### src/rtl/cart_bank_mapper.sv
module cart_bank_mapper #(
  parameter logic [12:0] ROM_HOT = 13'h003F,
  parameter logic [12:0] RAM_HOT = 13'h003E
) (
  input  logic        clk,
  input  logic        rst_n,
  input  logic [12:0] cpu_addr,
  input  logic [7:0]  cpu_wdata,
  input  logic        cpu_wr,
  output logic [7:0]  cpu_rdata,
  input  logic [7:0]  rom_rdata,
  input  logic [7:0]  ram_rdata,
  output logic [15:0] rom_addr,
  output logic        rom_sel,
  output logic [14:0] ram_addr,
  output logic        ram_sel,
  output logic        ram_we
);
  localparam logic [1:0] K_NONE = 2'd0;
  localparam logic [1:0] K_ROM  = 2'd1;
  localparam logic [1:0] K_RAM  = 2'd2;

  logic [7:0][1:0] kind_q;
  logic [7:0][5:0] bank_q;

  wire [1:0] seg = cpu_wdata[7:6];
  wire [5:0] bnk = cpu_wdata[5:0];

  always_ff @(posedge clk or negedge rst_n) begin
    if (!rst_n) begin
      for (int i = 0; i < 8; i++) begin
        kind_q[i] <= (i >= 6) ? K_ROM : K_NONE;
        bank_q[i] <= '0;
      end
    end else if (cpu_wr) begin
      if (cpu_addr == ROM_HOT) begin
        kind_q[{seg, 1'b0}] <= K_ROM;
        kind_q[{seg, 1'b1}] <= K_ROM;
        bank_q[{seg, 1'b0}] <= bnk;
        bank_q[{seg, 1'b1}] <= bnk;
      end else if (cpu_addr == RAM_HOT) begin
        kind_q[{1'b0, seg}] <= K_RAM;
        bank_q[{1'b0, seg}] <= bnk;
      end
    end
  end

  wire       in_win  = cpu_addr[12];
  wire [2:0] rd_slot = cpu_addr[11:9];
  wire [2:0] wr_slot = {1'b0, cpu_addr[10:9]};
  wire       rd_rom  = in_win & ~cpu_wr & (kind_q[rd_slot] == K_ROM);
  wire       rd_ram  = in_win & ~cpu_wr & (kind_q[rd_slot] == K_RAM);
  wire       wr_ram  = in_win & cpu_wr & cpu_addr[11] & (kind_q[wr_slot] == K_RAM);

  assign rom_sel   = rd_rom;
  assign ram_sel   = rd_ram | wr_ram;
  assign ram_we    = wr_ram;
  assign rom_addr  = {bank_q[rd_slot], cpu_addr[9:0]};
  assign ram_addr  = {bank_q[cpu_wr ? wr_slot : rd_slot], cpu_addr[8:0]};
  assign cpu_rdata = rd_rom ? rom_rdata : (rd_ram ? ram_rdata : 8'hFF);

  a_r2_outside_quiet: assert property (@(posedge clk) disable iff (!rst_n)
    !cpu_addr[12] |-> (!rom_sel && !ram_sel && !ram_we));

  a_r3_rom_load: assert property (@(posedge clk) disable iff (!rst_n)
    (cpu_wr && cpu_addr == ROM_HOT) |=>
      (kind_q[{$past(cpu_wdata[7:6]), 1'b1}] == K_ROM &&
       bank_q[{$past(cpu_wdata[7:6]), 1'b0}] == $past(cpu_wdata[5:0])));

  a_r4_ram_load: assert property (@(posedge clk) disable iff (!rst_n)
    (cpu_wr && cpu_addr == RAM_HOT) |=>
      (kind_q[{1'b0, $past(cpu_wdata[7:6])}] == K_RAM &&
       bank_q[{1'b0, $past(cpu_wdata[7:6])}] == $past(cpu_wdata[5:0])));

  a_r7_write_in_mirror: assert property (@(posedge clk) disable iff (!rst_n)
    ram_we |-> (cpu_wr && cpu_addr[12] && cpu_addr[11]));

  a_r9_map_hold: assert property (@(posedge clk) disable iff (!rst_n)
    !(cpu_wr && (cpu_addr == ROM_HOT || cpu_addr == RAM_HOT)) |=>
      ($stable(kind_q) && $stable(bank_q)));

  a_r10_blank_byte: assert property (@(posedge clk) disable iff (!rst_n)
    (!rom_sel && !ram_sel) |-> (cpu_rdata == 8'hFF));
endmodule

### config.mk
export PLATFORM = sky130hd
export DESIGN_NAME = cart_bank_mapper
export DESIGN_NICKNAME = d
export VERILOG_FILES = /design/src/rtl/cart_bank_mapper.sv
export SDC_FILE = /design/constraint.sdc
export NUM_CORES = 1
export LEC_CHECK = 0
export BUFFER_PORTS_ARGS = -buffer_cell sky130_fd_sc_hd__buf_4
export CAP_MARGIN = 20
export CORE_ASPECT_RATIO = 1.1
export CORE_UTILIZATION = 40
export DETAILED_ROUTE_END_ITERATION = 10
export SETUP_SLACK_MARGIN = 0.2
export SLEW_MARGIN = 40
export SYNTH_ARGS = -nofsm -noshare
export SYNTH_HDL_FRONTEND = slang
export SYNTH_SLANG_ARGS = --single-unit
### constraint.sdc
create_clock -name clk -period 3 [get_ports clk]
set_input_delay 0.6 -clock clk [delete_from_list [all_inputs] [get_ports clk]]
set_output_delay 0.6 -clock clk [all_outputs]
set_load 0.005 [all_outputs]
==> flow_summary.json, run 1 <==
{
  "outcome": "finished, violations left",
  "violations": "design-rule violations",
  "post-route-period-util": 0.901,
  "synth_nets": 290,
  "rows": 32,
  "drive_above_1_share": 0.479,
  "fp.dieW_um": 83.8,
  "nets": 348,
  "viasPerCell": 5.30,
  "tightestPinTransition_ps": 664,
  "start_kind": "input port",
  "rr_startpoint": "kind_q[5]$_DFFE_PN0P_",
  "numCtsBuffers": 5,
  "yosys_warnings": 0,
  "finalMaxSlewViolations": 0,
  "leakage_nw": 1.79,
  "clock_sinks": 52,
  "fin_tns_setup_ps": 0,
  "dr.first_iter.drc_count": 89,
  "clk_pin_slew_worst_paths_ps": 90,
  "placed_cells": 386,
  "timing.fmax_ghz": 0.370,
  "htree_num_levels": 2,
  "die_h_um": 92.0,
  "portBuffers": 81,
  "hold_viol_final": 0,
  "wl_um": 6600,
  "cts_tree": "built",
  "drtPass1Iterations": 7,
  "critPathRequiredTime_ps": 2400,
  "syn_area_um2": 2940,
  "async_flop_share": 1.00,
  "ant_nets": 0,
  "wire_per_inst_um": 16.8,
  "grt_pass1_wl_um": 10600,
  "start_util": 0.415,
  "rsz0062_at_grt": "no",
  "synth_area_per_cell_um2": 11.8,
  "antenna_found_initial": 0,
  "worst_slack_ps": 298,
  "crit_path_start": "cpu_addr[9]",
  "setup_violations": 0,
  "grt_pass1_vias": 2024,
  "synth-seq-cells": 52,
  "dp_slack_ps": 271,
  "ios": 82,
  "hold_buffers": 0,
  "synth_edf_count": 0,
  "postCtsSetupRepairBufs": 0,
  "final_cells": 394,
  "die-area_um2": 7710,
  "worstSkewPairLatency_ps": 290,
  "reg2regPathDepth": 3,
  "syn_to_final_growth_pct": 20.6,
  "fin_crit_ps": 2700,
  "synth_cell_type_count": 41,
  "arrival_ps": 2100,
  "grt_max_degree": 53,
  "nFillCells": 656,
  "coreArea_um2": 7090,
  "crit_type": "input port to primary output",
  "grt_overflow": 0,
  "synth-main-ff-cell": "dfrtp_1",
  "max_cap_violations": 0,
  "synthCells": 250,
  "insertedDiodeCount": 0,
  "gp_congestion": 0.806,
  "cts_root_buffer": "clkbuf_8",
  "vias": 2088,
  "relSlewSlack": 0.558,
  "hp-class": "input port to async pin",
  "grtUsageTotal": 0.180,
  "ys_seq_area_frac": 0.443,
  "cp_max_fo": 9,
  "power_density_nw_per_um2": 361,
  "dpl.hpwl_um": 4650,
  "clock_skew_ps": 0,
  "drc_errors": 19,
  "ir_drop_mv": 0.213,
  "end_kind": "primary output",
  "clock_path_buffers": 2
}
-- cells in the mapped netlist (all sizes together) (3+ instances only) --
master,count,area share
mux2i,9,0.031
dfrtp,50,0.42
nor2,26,0.033
mux2,38,0.16
mux4,10,0.076
nand2b,4,0.0085
buf,29,0.074
and2,5,0.011
a21oi,10,0.017
a22oi,8,0.020
o2bb2ai,3,0.0089
inv,5,0.0064
clkbuf,5,0.0064
nand2,9,0.012
o21ai,11,0.019
nor2b,3,0.0064
-- critical path, cell delays in order --
cell	delay (ps)
buf_4	130
mux4_2	490
mux2_2	290
and2_2	240
a22oi_1	200
buf_4	140
-- placed cells by master, fill, tap and decap left out, drive strengths merged, types with 4 or more instances in the layout --
| master | instances |
|---|---|
| and2 | 5 |
| a21oi | 10 |
| buf | 85 |
| mux4 | 10 |
| mux2 | 38 |
| clkbuf | 8 |
| nor2 | 26 |
| nand2 | 9 |
| inv | 5 |
| dfrtp | 50 |
| mux2i | 9 |
| a22oi | 8 |
| o21ai | 11 |
| nand2b | 4 |
-- metal layers --
metal | routed length, um | global-route usage | part of all wire | vias to the layer above
li1 | - | - | - | 988
met1 | 2980 | 0.233 | 0.45 | 1024
met2 | 3200 | 0.302 | 0.48 | 71
met3 | 350 | 0.0378 | 0.053 | 5
met4 | 77 | 0.0560 | 0.012 | 0
met5 | 0 | 0 | 0 | -
-- what timing repair did --
action | 4_1_cts | 5_1_grt
endpoints found under the hold margin | 0 | 0
setup endpoints to repair | 0 | 9
resized for setup | 0 | 2
-- cells by family after synthesis --
logic type / synth area share
mux: 0.268
buf+inv: 0.0863
compound gates: 0.0791
simple gates: 0.118
flops: 0.443
xor+xnor: 0.00595
-- area by class of cell --
type                    instances  area, um^2  area share
flip-flops and latches         52        1300       0.367
clock buffers                   8        90.1      0.0254
repair buffers                 85         638       0.180
well taps                      85         106      0.0300
inverters                       5        18.8     0.00529
multi-input cells             159        1390       0.392
-- where the power goes --
part	switching, W	internal (W)	total [W]
logic	0.0000870	0.0000868	0.000174
clock network	0.000219	0.000189	0.000408
registers	0.000000347	0.000701	0.000701
total	0.000306	0.000977	0.00128
-- final timing paths --
| check | to | slack (ps) |
|---|---|---|
| max | cpu_rdata[1] | 300 |
| min | bank_q[28]$_DFFE_PN0P_ | 320 |
| max reg2reg | kind_q[5]$_DFFE_PN0P_ | 2140 |
| min reg2reg | kind_q[8]$_DFFE_PN0P_ | 490 |
| max in group asynchronous | bank_q[23]$_DFFE_PN0P_ | 2230 |
| min in group clk | kind_q[8]$_DFFE_PN0P_ | 490 |
-- through the flow --
step,power [W],utilization,instance area [um^2],hold WS [ps]
finish,0.00128,0.501,3550,319
global route,0.00133,0.501,3550,370
CTS,0.00130,0.500,3540,336
detailed placement,0.000891,0.487,3450,475
global placement,0.000889,0.487,3450,463
floorplan,0.000800,-,2940,304
Note: power is estimated with default switching activity, not from simulation.
==> inputs of run 2 (changes only) <==
--- a/config.mk
+++ b/config.mk
@@ -8,8 +8,10 @@
 export BUFFER_PORTS_ARGS = -buffer_cell sky130_fd_sc_hd__buf_4
 export CAP_MARGIN = 20
 export CORE_ASPECT_RATIO = 1.1
-export CORE_UTILIZATION = 40
+export CORE_MARGIN = 1
+export CORE_UTILIZATION = 52
 export DETAILED_ROUTE_END_ITERATION = 10
+export PLACE_DENSITY = 0.8
 export SETUP_SLACK_MARGIN = 0.2
 export SLEW_MARGIN = 40
 export SYNTH_ARGS = -nofsm -noshare
==> run 2 against run 1 <==
The run now ends clean. Critical endpoint is now cpu_rdata[7]. First-iteration DRC count rose by 54%. Die area fell by 23%. Clock-buffer cell count fell by 2. Highest routed layer unchanged. Register-to-register slack barely moved. Largest cell class unchanged. Sequential power barely moved. Final cell count fell by 2.5%.
==> flow_summary.json, run 2 (synthesized netlist as in run 1, its figures left out) <==
{
  "grt_overflow": 0,
  "crit_buf_inv": 2,
  "power_density_nw_per_um2": 378,
  "ios": 82,
  "post-route-period-util": 0.902,
  "gp_congestion": 0.821,
  "worstSkewPairLatency_ps": 300,
  "crit_chain": "buf_4 -> mux4_2 -> mux2_2 -> nor2_2 -> a22oi_1 -> buf_4",
  "crit_family": "multiplexers",
  "arrival_ps": 2110,
  "end_kind": "primary output",
  "cp_max_fo": 8,
  "portBuffers": 81,
  "clock_skew_ps": 0,
  "vias": 2106,
  "cts_tree": "built",
  "coreArea_um2": 5430,
  "finalMaxSlewViolations": 0,
  "clock_sinks": 52,
  "die_h_um": 80.9,
  "drive_above_1_share": 0.485,
  "ant_nets": 0,
  "rsz0062_at_grt": "no",
  "start_kind": "input port",
  "setup_violations": 0,
  "dp_slack_ps": 209,
  "grt_max_degree": 53,
  "hold_viol_final": 0,
  "nets": 348,
  "relSlewSlack": 0.576,
  "reg2regPathDepth": 3,
  "wire_per_inst_um": 16.5,
  "die-area_um2": 5970,
  "fin_crit_ps": 2710,
  "hold_buffers": 0,
  "critPathRequiredTime_ps": 2400,
  "cts_root_buffer": "clkbuf_8",
  "timing.fmax_ghz": 0.370,
  "fin_tns_setup_ps": 0,
  "layout_common_cells": "buf_4, dfrtp_1, mux2_2",
  "ir_drop_mv": 0.336,
  "holdWs_ps": 308,
  "syn_to_final_growth_pct": 20.8,
  "crit_path_top_delay_cell": "mux4_2",
  "dpl.hpwl_um": 4420,
  "tightestPinTransition_ps": 637,
  "crit_path_max_incr_delay_ps": 490,
  "start_util": 0.542,
  "outcome": "finished clean",
  "drtPass1Iterations": 4,
  "dr.first_iter.drc_count": 137,
  "grt_pass1_wl_um": 9990,
  "nFillCells": 427,
  "fp.dieW_um": 73.7,
  "worst_slack_ps": 295,
  "path_depth": 6,
  "rows": 28,
  "grtUsageTotal": 0.227,
  "numCtsBuffers": 5,
  "max_cap_violations": 0,
  "insertedDiodeCount": 0,
  "clk_pin_slew_worst_paths_ps": 90,
  "hp-class": "input port to async pin",
  "leakage_nw": 1.80,
  "critPathMostFrequentCell": "buf_4",
  "viasPerCell": 5.48,
  "final_common_cell": "buf_4",
  "clock_path_buffers": 2,
  "wl_um": 6330,
  "htree_num_levels": 2,
  "antenna_found_initial": 0,
  "crit_type": "input port to primary output",
  "grt_pass1_vias": 1967,
  "drc_errors": 0
}
[run 2: cell types whose count changed in the layout (fill, tap and decap cells not counted), sizes merged]
cell,previous run,this run
bufinv,0,1
clkbuf,8,6
clkinv,0,1
[run 2: stage by stage]
stage	instance area (um^2)	total power, W	cells	utilization
floorplan	2940	0.000800	250	-
finish	3560	0.00134	384	0.655
CTS	3550	0.00135	384	0.653
global placement	3440	0.000885	376	0.634
global route	3560	0.00140	384	0.655
detailed placement	3440	0.000888	376	0.634
[run 2: path summary, 6_finish.rpt]
check,slack (ps),end,startpoint
min in group clk,490,kind_q[9]$_DFFE_PN0P_,kind_q[9]$_DFFE_PN0P_
setup reg to reg,2130,kind_q[5]$_DFFE_PN0P_,kind_q[5]$_DFFE_PN0P_
hold reg to reg,490,kind_q[9]$_DFFE_PN0P_,kind_q[9]$_DFFE_PN0P_
setup / recovery,290,cpu_rdata[7],cpu_addr[9]
hold / removal,310,bank_q[38]$_DFFE_PN0P_,rst_n
max in group asynchronous,2260,bank_q[16]$_DFFE_PN0P_,rst_n
[run 2: repair_timing]
action / 4_1_cts / 5_1_grt
gates resized for setup: 0 / 3
setup buffers: 0 / 0
endpoints found under the setup margin: 0 / 8
[run 2: where the power goes]
group	internal (W)	total, W	switching (W)
combinational	0.0000864	0.000173	0.0000863
sequential	0.000701	0.000701	0.000000361
clock	0.000248	0.000470	0.000222
[run 2: metal layers]
| metal | GRT usage | routed length [um] |
|---|---|---|
| met1 | 0.293 | 2790 |
| met2 | 0.395 | 3080 |
| met3 | 0.0409 | 403 |
| met4 | 0.0538 | 57 |
| met5 | 0 | 0 |
[run 2: cell type report]
cell class,instances,area (um^2),share of cell area
multi-input cells,159,1400,0.392
flip-flops and latches,52,1300,0.367
repair buffers,85,638,0.179
well taps,75,93.8,0.0264
clock buffers,6,72.6,0.0204
clock inverters,2,35.0,0.00985
inverters,5,18.8,0.00528
==> inputs of run 3 (changes only) <==
--- a/config.mk
+++ b/config.mk
@@ -5,13 +5,13 @@
 export SDC_FILE = /design/constraint.sdc
 export NUM_CORES = 1
 export LEC_CHECK = 0
+export ABC_AREA = 1
 export BUFFER_PORTS_ARGS = -buffer_cell sky130_fd_sc_hd__buf_4
 export CAP_MARGIN = 20
-export CORE_ASPECT_RATIO = 1.1
 export CORE_MARGIN = 1
-export CORE_UTILIZATION = 52
+export CORE_UTILIZATION = 54
 export DETAILED_ROUTE_END_ITERATION = 10
-export PLACE_DENSITY = 0.8
+export PLACE_DENSITY = 0.81
 export SETUP_SLACK_MARGIN = 0.2
 export SLEW_MARGIN = 40
 export SYNTH_ARGS = -nofsm -noshare
==> run 3 against run 2 <==
Non-clock buffer count grew 1. Worst setup slack gained 76 ps. Critical path depth grew 4. Synthesized area grew 11%. Synthesized cell count grew 86%. Largest power group unchanged.
==> flow_summary.json, run 3 <==
{
  "outcome": "finished clean",
  "dpl.hpwl_um": 6290,
  "cts_root_buffer": "clkbuf_8",
  "hp-class": "input port to async pin",
  "die_h_um": 79.8,
  "hold_buffers": 0,
  "switching_share": 0.278,
  "power_frac_comb": 0.162,
  "fin_crit_ps": 2630,
  "clock_path_buffers": 2,
  "intPower_w": 0.000957,
  "ant_nets": 0,
  "leakage_nw": 2.06,
  "clockPowerShare": 0.309,
  "p_sw_w": 0.000369,
  "power_density_nw_per_um2": 343,
  "antenna_found_initial": 0,
  "p_seq_frac": 0.529,
  "tightestPinTransition_ps": 648,
  "dr.max_layer_used": "met4",
  "yosys_warnings": 0,
  "ys_top_cells_by_area": "dfrtp_1, nand2_1, inv_1",
  "arrival_ps": 2030,
  "die-area_um2": 6360,
  "synth_fa_ha_area_frac": 0,
  "grt_pass1_wl_um": 14000,
  "timing.fmax_ghz": 0.380,
  "nets": 564,
  "start_kind": "input port",
  "synth_nets": 505,
  "crit_path_top_delay_cell": "inv_1",
  "ir_drop_mv": 0.254,
  "yosys-top-cells-count": "nand2_1, inv_1, dfrtp_1, nand3_1, nand4_1",
  "placed_cells": 589,
  "coreArea_um2": 5680,
  "fp.dieW_um": 79.8,
  "reg2reg_slack_ps": 2230,
  "fin_tns_setup_ps": 0,
  "hold_viol_final": 0,
  "ios": 82,
  "synth_xor_area_frac": 0,
  "clock_skew_ps": 0,
  "rows": 27,
  "insertedDiodeCount": 0,
  "critPathRequiredTime_ps": 2400,
  "wire_per_inst_um": 14.1,
  "crit_path_max_incr_delay_ps": 290,
  "crit_chain": "buf_4 -> inv_1 -> nand3_1 -> nand2_1 -> nand2_1 -> nand2_1 -> nand4_1 -> nand2_1 -> inv_1 -> buf_4",
  "synth.most_common_cell": "nand2_1",
  "gp_congestion": 0.907,
  "max_cap_violations": 0,
  "wl_um": 8420,
  "syn_to_final_growth_pct": 18.4,
  "numCtsBuffers": 5,
  "final_cells": 597,
  "reg2regPathDepth": 2,
  "rr_startpoint": "kind_q[4]$_DFFE_PN0P_",
  "grt_overflow": 0,
  "grt_max_degree": 53,
  "synthCells": 465,
  "syn_area_um2": 3270,
  "clk_pin_slew_worst_paths_ps": 90,
  "clock_sinks": 52,
  "synth-seq-cells": 52,
  "end_kind": "primary output",
  "synth-compound-area-share": 0.103,
  "wl_met3_um": 629,
  "vias": 3254,
  "grt_pass1_vias": 3033,
  "muxShareOfSynthArea": 0,
  "viasPerCell": 5.45,
  "htree_num_levels": 2,
  "grtUsageTotal": 0.282,
  "setup_violations": 0,
  "crit_family": "simple AND/OR/NAND/NOR gates",
  "synth_top_family_by_area": "simple AND/OR/NAND/NOR gates",
  "holdWs_ps": 309,
  "critPathMostFrequentCell": "nand2_1",
  "worstSkewPairLatency_ps": 310,
  "drtPass1Iterations": 5,
  "async_flop_share": 1.00,
  "synth_cell_type_count": 25,
  "drc_errors": 0,
  "relSlewSlack": 0.568,
  "met1Wirelength_um": 3740,
  "rsz0062_at_grt": "no",
  "synth_area_leader_cell": "dfrtp_1",
  "wl_met2_um": 3910,
  "postCtsSetupRepairBufs": 0,
  "post-route-period-util": 0.876,
  "cp_max_fo": 12,
  "dr.first_iter.drc_count": 304,
  "synth-simple-area-share": 0.355,
  "path_depth": 10,
  "layout_common_cells": "nand2_1, buf_4, inv_1",
  "crit_buf_inv": 4,
  "start_util": 0.576,
  "portBuffers": 81,
  "ys_seq_area_frac": 0.399,
  "drive_above_1_share": 0.240,
  "cts_tree": "built",
  "timing.rr.end": "kind_q[4]$_DFFE_PN0P_",
  "synth_top_area_frac": 0.383,
  "synth-main-ff-cell": "dfrtp_1",
  "finalMaxSlewViolations": 0,
  "synth_edf_count": 0,
  "synth_area_per_cell_um2": 7.03,
  "final_common_cell": "nand2_1",
  "crit_type": "input port to primary output"
}
==> run 3: timing repair <==
action,CTS,global route
resized for setup,0,1
endpoints found under the setup margin,0,4
hold endpoints to repair,0,0
==> run 3: how the worst max path moves through the flow <==
stage	startpoint	slack, ps	to
2_1_floorplan	cpu_addr[12]	940	cpu_rdata[0]
3_3_place_gp	cpu_addr[9]	410	cpu_rdata[2]
3_5_place_dp	cpu_addr[9]	340	cpu_rdata[0]
4_1_cts	cpu_addr[9]	350	cpu_rdata[0]
5_1_grt	cpu_addr[10]	230	cpu_rdata[0]
6_report	cpu_addr[10]	370	cpu_rdata[0]
==> run 3: power groups by stage <==
stage                     logic [W]  registers, W  clock network [W]
after global placement     0.000208      0.000716                  0
after global routing       0.000236      0.000703           0.000436
after detailed placement   0.000214      0.000716                  0
after CTS                  0.000214      0.000702           0.000411
final                      0.000215      0.000702           0.000409
after floorplan            0.000104      0.000716                  0
==> run 3: final cells by class <==
| class | count | area, um^2 |
|---|---|---|
| Clock buffer | 5 | 68.8 |
| Clock inverter | 3 | 21.3 |
| Fill cell | 488 | 1810 |
| Inverter | 63 | 240 |
| Multi-Input combinational cell | 316 | 1500 |
| Sequential cell | 52 | 1300 |
| Tap cell | 72 | 90.1 |
| Timing Repair Buffer | 86 | 646 |
==> run 3: cell families after synthesis <==
family | count (synthesis)
AND/OR/NAND/NOR | 264
buffers and inverters | 97
AO/OA/AOI/OAI | 52
flip-flops | 52
==> run 3: per-layer routing <==
| metal | vias up | global-route usage |
|---|---|---|
| met5 | - | 0 |
| met4 | 0 | 0.0893 |
| met3 | 18 | 0.0434 |
| met2 | 153 | 0.447 |
| met1 | 1507 | 0.396 |
| li1 | 1576 | - |
==> run 3: per-stage QoR <==
step | power [W] | cell area, um^2 | setup WS (ps) | util
after floorplan | 0.000820 | 3270 | 944 | -
after global placement | 0.000924 | 3770 | 415 | 0.665
after detailed placement | 0.000930 | 3770 | 341 | 0.665
after CTS | 0.00133 | 3860 | 354 | 0.681
after global routing | 0.00137 | 3870 | 228 | 0.682
final | 0.00133 | 3870 | 371 | 0.682
